==> config.mk <==
export PLATFORM = sky130hd
export DESIGN_NAME = bus_seq_ctrl
export DESIGN_NICKNAME = d
export VERILOG_FILES = /design/src/rtl/cpu_seq_pkg.sv /design/src/rtl/seq_state_reg.sv /design/src/rtl/seq_next_state.sv /design/src/rtl/seq_strobe_decode.sv /design/src/rtl/bus_seq_ctrl.sv
export SDC_FILE = /design/constraint.sdc
export NUM_CORES = 1
export LEC_CHECK = 0
export ABC_AREA = 1
export ABC_CLOCK_PERIOD_IN_PS = 4100
export CORE_MARGIN = 4
export CORE_UTILIZATION = 35
export DETAILED_ROUTE_END_ITERATION = 8
export GPL_ROUTABILITY_DRIVEN = 1
export PLACE_DENSITY = 0.77
export SLEW_MARGIN = 20
export SYNTH_ARGS = -nofsm -noshare
export SYNTH_HDL_FRONTEND = slang
export SYNTH_SLANG_ARGS = --single-unit
==> constraint.sdc <==
create_clock -name clk -period 4.1 [get_ports clk]
set_input_delay 1.23 -clock clk [delete_from_list [all_inputs] [get_ports clk]]
set_output_delay 1.23 -clock clk [all_outputs]
set_load 0.02 [all_outputs]
==> src/rtl/cpu_seq_pkg.sv <==
// Package: shared types for the bus CPU control sequencer.
// Assumes a 4-bit opcode and a single shared bus.
package cpu_seq_pkg;

    localparam int OP_W = 4;

    localparam logic [OP_W-1:0] OP_NOP  = 4'b0000;
    localparam logic [OP_W-1:0] OP_LDA  = 4'b0001;
    localparam logic [OP_W-1:0] OP_ADD  = 4'b0010;
    localparam logic [OP_W-1:0] OP_SUB  = 4'b0011;
    localparam logic [OP_W-1:0] OP_STA  = 4'b0100;
    localparam logic [OP_W-1:0] OP_LDI  = 4'b0101;
    localparam logic [OP_W-1:0] OP_JMP  = 4'b0110;
    localparam logic [OP_W-1:0] OP_OUT  = 4'b1110;
    localparam logic [OP_W-1:0] OP_HALT = 4'b1111;

    localparam int ST_W = 5;

    typedef enum logic [ST_W-1:0] {
        ST_IDLE,
        ST_FETCH_ADDR,
        ST_FETCH_WORD,
        ST_LD_ADDR,
        ST_LD_READ,
        ST_ADD_ADDR,
        ST_ADD_READ,
        ST_ADD_SUM,
        ST_SUB_ADDR,
        ST_SUB_READ,
        ST_SUB_DIFF,
        ST_ST_ADDR,
        ST_ST_WRITE,
        ST_IMM_LOAD,
        ST_JMP_LOAD,
        ST_JMP_WAIT,
        ST_OUT_LOAD,
        ST_STOP
    } seq_state_t;

    typedef struct packed {
        logic a_drive;
        logic a_load;
        logic b_drive;
        logic b_load;
        logic ir_drive;
        logic ir_load;
        logic mar_load;
        logic mem_drive;
        logic mem_write;
        logic alu_drive;
        logic alu_sub;
        logic pc_drive;
        logic pc_load;
        logic pc_step;
        logic out_load;
        logic halted;
    } strobe_t;

endpackage

==> src/rtl/seq_state_reg.sv <==
// Module: state register of the sequencer.
// Holds the current state and loads the idle state on a synchronous active-low reset.
module seq_state_reg
    import cpu_seq_pkg::*;
(
    input  logic       clk,
    input  logic       rst_n,
    input  seq_state_t nxt,
    output seq_state_t cur
);

    // Purpose: capture the next state, or force idle during reset.
    always_ff @(posedge clk) begin
        if (!rst_n) cur <= ST_IDLE;
        else        cur <= nxt;
    end

endmodule

==> src/rtl/seq_next_state.sv <==
// Module: next-state logic of the sequencer.
// Assumes the opcode is valid during the second fetch cycle; decodes it only there.
module seq_next_state
    import cpu_seq_pkg::*;
(
    input  seq_state_t      cur,
    input  logic [OP_W-1:0] opcode,
    output seq_state_t      nxt
);

    seq_state_t dispatch;

    // Purpose: choose the first execute state from the opcode.
    always_comb begin
        unique case (opcode)
            OP_LDA:  dispatch = ST_LD_ADDR;
            OP_ADD:  dispatch = ST_ADD_ADDR;
            OP_SUB:  dispatch = ST_SUB_ADDR;
            OP_STA:  dispatch = ST_ST_ADDR;
            OP_LDI:  dispatch = ST_IMM_LOAD;
            OP_JMP:  dispatch = ST_JMP_LOAD;
            OP_OUT:  dispatch = ST_OUT_LOAD;
            OP_HALT: dispatch = ST_STOP;
            default: dispatch = ST_FETCH_ADDR;
        endcase
    end

    // Purpose: step through the fixed fetch and execute sequences.
    always_comb begin
        unique case (cur)
            ST_IDLE:       nxt = ST_FETCH_ADDR;
            ST_FETCH_ADDR: nxt = ST_FETCH_WORD;
            ST_FETCH_WORD: nxt = dispatch;
            ST_LD_ADDR:    nxt = ST_LD_READ;
            ST_ADD_ADDR:   nxt = ST_ADD_READ;
            ST_ADD_READ:   nxt = ST_ADD_SUM;
            ST_SUB_ADDR:   nxt = ST_SUB_READ;
            ST_SUB_READ:   nxt = ST_SUB_DIFF;
            ST_ST_ADDR:    nxt = ST_ST_WRITE;
            ST_JMP_LOAD:   nxt = ST_JMP_WAIT;
            ST_STOP:       nxt = ST_STOP;
            default:       nxt = ST_FETCH_ADDR;
        endcase
    end

endmodule

==> src/rtl/seq_strobe_decode.sv <==
// Module: output decoder of the sequencer.
// Moore outputs: the strobes depend only on the current state.
module seq_strobe_decode
    import cpu_seq_pkg::*;
(
    input  seq_state_t cur,
    output strobe_t    stb
);

    // Purpose: raise the bus source, the bus sinks and the side strobes for each state.
    always_comb begin
        stb = '0;
        unique case (cur)
            ST_FETCH_ADDR: begin stb.pc_drive  = 1'b1; stb.mar_load = 1'b1; end
            ST_FETCH_WORD: begin
                stb.mem_drive = 1'b1; stb.ir_load = 1'b1; stb.pc_step = 1'b1;
            end
            ST_LD_ADDR,
            ST_ADD_ADDR,
            ST_SUB_ADDR,
            ST_ST_ADDR:    begin stb.ir_drive  = 1'b1; stb.mar_load  = 1'b1; end
            ST_LD_READ:    begin stb.mem_drive = 1'b1; stb.a_load    = 1'b1; end
            ST_ADD_READ,
            ST_SUB_READ:   begin stb.mem_drive = 1'b1; stb.b_load    = 1'b1; end
            ST_ADD_SUM:    begin stb.alu_drive = 1'b1; stb.a_load    = 1'b1; end
            ST_SUB_DIFF:   begin
                stb.alu_drive = 1'b1; stb.a_load = 1'b1; stb.alu_sub = 1'b1;
            end
            ST_ST_WRITE:   begin stb.a_drive   = 1'b1; stb.mem_write = 1'b1; end
            ST_IMM_LOAD:   begin stb.ir_drive  = 1'b1; stb.a_load    = 1'b1; end
            ST_JMP_LOAD:   begin stb.ir_drive  = 1'b1; stb.pc_load   = 1'b1; end
            ST_OUT_LOAD:   begin stb.a_drive   = 1'b1; stb.out_load  = 1'b1; end
            ST_STOP:       stb.halted = 1'b1;
            default:       stb = '0;
        endcase
    end

endmodule

==> src/rtl/bus_seq_ctrl.sv <==
// Module: top of the shared-bus CPU control sequencer.
// Wires the state register, the next-state logic and the strobe decoder.
// Assumes opcode is valid from the second fetch cycle to the end of the instruction.
module bus_seq_ctrl
    import cpu_seq_pkg::*;
(
    input  logic            clk,
    input  logic            rst_n,
    input  logic [OP_W-1:0] opcode,
    output logic            a_drive,
    output logic            a_load,
    output logic            b_drive,
    output logic            b_load,
    output logic            ir_drive,
    output logic            ir_load,
    output logic            mar_load,
    output logic            mem_drive,
    output logic            mem_write,
    output logic            alu_drive,
    output logic            alu_sub,
    output logic            pc_drive,
    output logic            pc_load,
    output logic            pc_step,
    output logic            out_load,
    output logic            halted
);

    seq_state_t cur_st;
    seq_state_t nxt_st;
    strobe_t    stb;

    seq_state_reg u_reg (
        .clk   (clk),
        .rst_n (rst_n),
        .nxt   (nxt_st),
        .cur   (cur_st)
    );

    seq_next_state u_next (
        .cur    (cur_st),
        .opcode (opcode),
        .nxt    (nxt_st)
    );

    seq_strobe_decode u_dec (
        .cur (cur_st),
        .stb (stb)
    );

    assign a_drive   = stb.a_drive;
    assign a_load    = stb.a_load;
    assign b_drive   = stb.b_drive;
    assign b_load    = stb.b_load;
    assign ir_drive  = stb.ir_drive;
    assign ir_load   = stb.ir_load;
    assign mar_load  = stb.mar_load;
    assign mem_drive = stb.mem_drive;
    assign mem_write = stb.mem_write;
    assign alu_drive = stb.alu_drive;
    assign alu_sub   = stb.alu_sub;
    assign pc_drive  = stb.pc_drive;
    assign pc_load   = stb.pc_load;
    assign pc_step   = stb.pc_step;
    assign out_load  = stb.out_load;
    assign halted    = stb.halted;

endmodule

Word level (Yosys, flattened, before mapping)
Memories as Yosys holds them, arrays and structs flattened.
Cells that the tools add are included.
{"block": "op_classes", "n_eq_ne": 16, "n_mux": 15, "n_reduce_logical": 7}
{"cell": "$pmux W5 S10", "n": 1}
{"cell": "$eq A5 B4 Y1 const B", "n": 7}
{"cell": "$eq A5 B3 Y1 const B", "n": 4}
{"cell": "$mux W1", "n": 14}
{"cell": "$eq A5 B2 Y1 const B", "n": 2}
{"cell": "$eq A5 B5 Y1 const B", "n": 2}
{"cell": "$reduce_or A4 Y1", "n": 2}
{"cell": "$reduce_or A2 Y1", "n": 3}
{"cell": "$reduce_or A6 Y1", "n": 1}
{"cell": "$eq A5 B1 Y1 const B", "n": 1}
{"cell": "$reduce_or A5 Y1", "n": 1}
{"block": "totals", "ff_bits": 5, "rom_bits": 80, "inputBits": 6, "out_inout_bits": 16, "word_cells": 40, "memories": 1}
{"name": "(name not given)", "words": 16, "word_bits": 5, "read_ports": 1, "rd_clocked_by_memory_dff": 0, "write_ports": 0, "line": "seq_next_state.sv:15", "text": "unique case (opcode)"}

Depth between registers and ports, before layout
{"block": "depth", "ltp_word": 3, "mapped_depth": 8, "mapped_depth_nobuf": 8}

Cells and area by module
A second synthesis with hierarchy kept.
{"block": "unflattened", "cells_unflattened": 146, "hier_area_um2": 757.0}
{"mod": "seq_next_state", "instances": 1, "cells_each": 73, "area_per_inst_um2": 355.3, "seq_area_each_um2": 0.0}
{"mod": "seq_strobe_decode", "instances": 1, "cells_each": 58, "area_per_inst_um2": 264.0, "seq_area_each_um2": 0.0}
{"mod": "seq_state_reg", "instances": 1, "cells_each": 15, "area_per_inst_um2": 137.6, "seq_area_each_um2": 100.1}

Least setup slack after synthesis
Ideal clock, no wire load.
{"block": "synth_path", "path_type": "register to output", "from": "register u_reg.cur[3]", "to": "output port a_load", "arrival_time_ps": 1330, "required_time_ps": 2870, "path_slack_ps": 1540, "stages_incl_launch_ff": 7, "path_buffers": 0, "cell_sequence": "dfxtp_1 > inv_1 > nor2_4 > nand2_2 > nor2_1 > a21oi_1 > nand3_1"}
{"block": "synth_between", "elab_chain_len": 3, "elab_cells_between_ends": 6, "classes_between": "4 x eq/ne; 1 x mux; 1 x reduce/logical"}
{"item": "start: declaration", "line": "seq_state_reg.sv:9", "text": "output seq_state_t cur"}
{"item": "start signal: assignment", "line": "seq_state_reg.sv:15", "text": "else cur <= nxt;"}
{"item": "$eq A5 B3 Y1 or $eq A5 B4 Y1 (tied branches)", "line": "seq_strobe_decode.sv:13", "text": "unique case (cur)"}
{"item": "$reduce_or A4 Y1 (no source line) *"}
{"item": "$mux W1 *", "line": "seq_strobe_decode.sv:13"}
{"item": "end: declaration", "line": "bus_seq_ctrl.sv:11", "text": "output logic a_load,"}
Mark *: on every way between the ends. The rest lies on a longest branch, timed or not.

Worst setup path in the final report
Same ends and word-level chain as after synthesis.

==> impl_results.md <==
- Drt drc: 0
- Total grt overflow: 0
- DRT Wirelength: 1.56 mm
- CTS clk-pin slew, worst paths: roughly 40 ps
- Largest stage delay on the critical path: 600 ps
- Ant diodes: 0
- Multi-input logic area: 432 µm²
- Post-Synth XOR/XNOR Area: 0%
- Inserted Clock Buffers: 3
- Worst-path fanout max: 7
- Synth Area per Inst: 6.02 µm²
- Post-synthesis sequential area ratio: 16.0%
- CTS tree: built
- Finished Layout Cells: 150
- Largest family of logic cells by synthesized area: simple AND/OR/NAND/NOR gates
- Chip width: 50.3 µm
- Worst Skew: ~4 ps
- Largest net degree at the start of global routing: 10
- Flip-flop and latch area: 100 µm²
- Post-Place Cells: around 150
- Layout cells sized above 1: 16.0%
- Htree depth: 1
- Most flops, register: u_reg.cur
- Io pins: 22
- #FFs+latches synth: 5
- Clk sinks: 5
- Top Family by Delay on Critical Path: buffers and inverters
- Adder-Cell Fraction of Synth Area: 10.0%
- CP Data Required Time: 2870 ps
- RSZ-0062 raised after global routing: no
- Run status: complete, no violations
- Die area: 0.00253 mm²
- Vias/cell: ~4.7
- Yosys warns: 0
- First-pass GRT wire length: around 2.5 mm
- Syn Std Cell Area: 626 µm²
- Max Cap Viol: 0
- Worst Path Arrival: 1980 ps
- CP Capture Type: output port
- Core Util, Final: 50.6%
- Placed wire-length estimate: 1.35 mm
- Post-synthesis simple-gate area fraction: between 40 and 50%
- Sum Neg Setup Slack: 0 ps
- Drt initial violations: 11
- Slew Viols, Final: 0
- Biggest regs: u_reg.cur: 5 flops
- Crit Path Category: reg -> out
- Via Count: approximately 700
- Worst setup margin: 895 ps
- Compound-Gate Fraction of Synth Area: 10.2%
- GPL Wtd Cong: around 0.94
- Period minus WS final: 3210 ps
- Mapped Nets: 115
- # fillers: 175
- Critical Path Slowest Stage Cell: clkdlybuf4s50_1
- First-pass DRT Iterations: 6
- Final Hold Fails: 0
- # port buffers: 20
- Fmax achieved: 312 MHz
- P per Cell Area: 366 mW/mm²
- Hold Buf Count CTS: 0
- Initial core utilization: between 30% and 40%
- Die height: 50.3 µm
- Routed Antenna Nets: 0
- Routed length per instance: 10.4 µm
- Startpoint Class: flip-flop
- P_leak: 0.423 nW
- # setup viols final: 0
- Post_cts resized: 0
- Number of cells produced by synthesis: 104
- Global Route Usage Sum: roughly 13%
- Hold WC Path Type: reg -> reg
- # rows: 15
- CTS Buffer Depth: 2
- Clk_lat worst skew: 240 ps
- Root Buffer Master: clkbuf_4
- Crit path buf inv count: 2
- Antenna violations before repair: 0
- Largest register FFs: 5
- Vias in the first global route: 635
- Post-synthesis cell type count: 23
- Area growth syn-to-layout: 38.2%
- Setup bufs post-CTS: 0
- Crit share post-route: 78.2%
- Total Nets Final: 137
- Setup WS pre-CTS: 1150 ps
- Core box area: 0.00171 mm²
- Multiplexer share of the synthesized area: 0%
- CP Cell Sequence: inv_1, nor2_4, nand2_2, nor2_1, a21oi_1, nand3_1, clkdlybuf4s50_1
- Maximum VDD drop: 0.000216 V
==> layer usage <==
metal	up-vias	part of all wire [%]	global-route usage (%)	wire (µm)
li1	368	-	-	-
met1	304	41	13.6	636
met2	30	50	22.4	784
met3	2	7.6	4.45	118
met4	0	1.3	3.69	21
met5	-	0	0	0
==> synth_stat cells <==
cell type  instances  area (µm²)
a21oi_2            1        8.76
nor2_2             3        18.8
a211oi_1           1        7.51
ha_1               5        62.6
o21ai_1            2        10.0
buf_4              2        15.0
conb_1             1        3.75
dfxtp_1            5         100
nand2_2            2        12.5
nand3_2            1        10.0
clkbuf_1           1        3.75
inv_2              4        15.0
nand4_1            3        18.8
o211ai_1           1        7.51
nand3_1           12        60.1
nor3_4             1        16.3
inv_1             16        60.1
or2_2              2        12.5
nor3_2             1        10.0
nor2_4             2        22.5
nor2_1            17        63.8
a21oi_1            6        30.0
nand2_1           15        56.3
==> power breakdown <==
group          internal, W  total (W)  switching, W
combinational    0.0000759   0.000187      0.000111
clock            0.0000367  0.0000553     0.0000186
sequential       0.0000575  0.0000742     0.0000167
==> cell type report <==
type	count	area share [%]
Inverter	20	8.68
Timing Repair Buffer	20	23.2
Clock buffer	4	3.04
Multi-Input combinational cell	76	49.9
Tap cell	25	3.62
Sequential cell	5	11.6
==> kinds of logic (layout without fill, tap and decap cells) <==
logic type               Yosys count  in the layout
other                              1              1
AO/OA/AOI/OAI                     11             11
AND/OR/NAND/NOR                   59             59
adder cells (fa/ha/maj)            5              5
flip-flops                         5              5
buffers and inverters             23             44
==> placed cells by master (no fill, tap or decap) <==
cell type | Yosys | routed
nor3_2 | 1 | 1
clkbuf_4 | 0 | 3
nand2_1 | 15 | 15
ha_1 | 5 | 5
nand4_1 | 3 | 3
nand2_2 | 2 | 2
conb_1 | 1 | 1
nor2_1 | 17 | 17
o211ai_1 | 1 | 1
dfxtp_1 | 5 | 5
clkbuf_1 | 1 | 1
a21oi_1 | 6 | 6
nor2_2 | 3 | 3
nor3_4 | 1 | 1
or2_2 | 2 | 2
inv_1 | 16 | 16
nand3_1 | 12 | 12
nand3_2 | 1 | 1
nor2_4 | 2 | 2
a21oi_2 | 1 | 1
o21ai_1 | 2 | 2
clkdlybuf4s50_1 | 0 | 20
a211oi_1 | 1 | 1
inv_2 | 4 | 4
==> worst paths after layout <==
kind                           start                 endpoint  slack [ps]  cells after the start
max          u_reg.cur[3]$_SDFF_PN0_                   a_load         890                      7
min reg2reg  u_reg.cur[4]$_SDFF_PN0_  u_reg.cur[4]$_SDFF_PN0_         710                      2
min          u_reg.cur[4]$_SDFF_PN0_  u_reg.cur[4]$_SDFF_PN0_         710                      2
max reg2reg  u_reg.cur[3]$_SDFF_PN0_  u_reg.cur[0]$_SDFF_PN0_        2820                      7
==> through the flow <==
step	hold slack (ps)	instance area, µm²	power [W]
floorplan	623	626	0.000195
global placement	712	838	0.000259
detailed placement	717	838	0.000262
CTS	715	865	0.000320
global route	753	865	0.000340
finish	710	865	0.000317
==> worst min-delay path, stage by stage (launching register included) <==
cell     delay, ps
dfxtp_1        390
nand3_1        190
a21oi_1         80
Note: power is estimated with default switching activity, not from simulation.
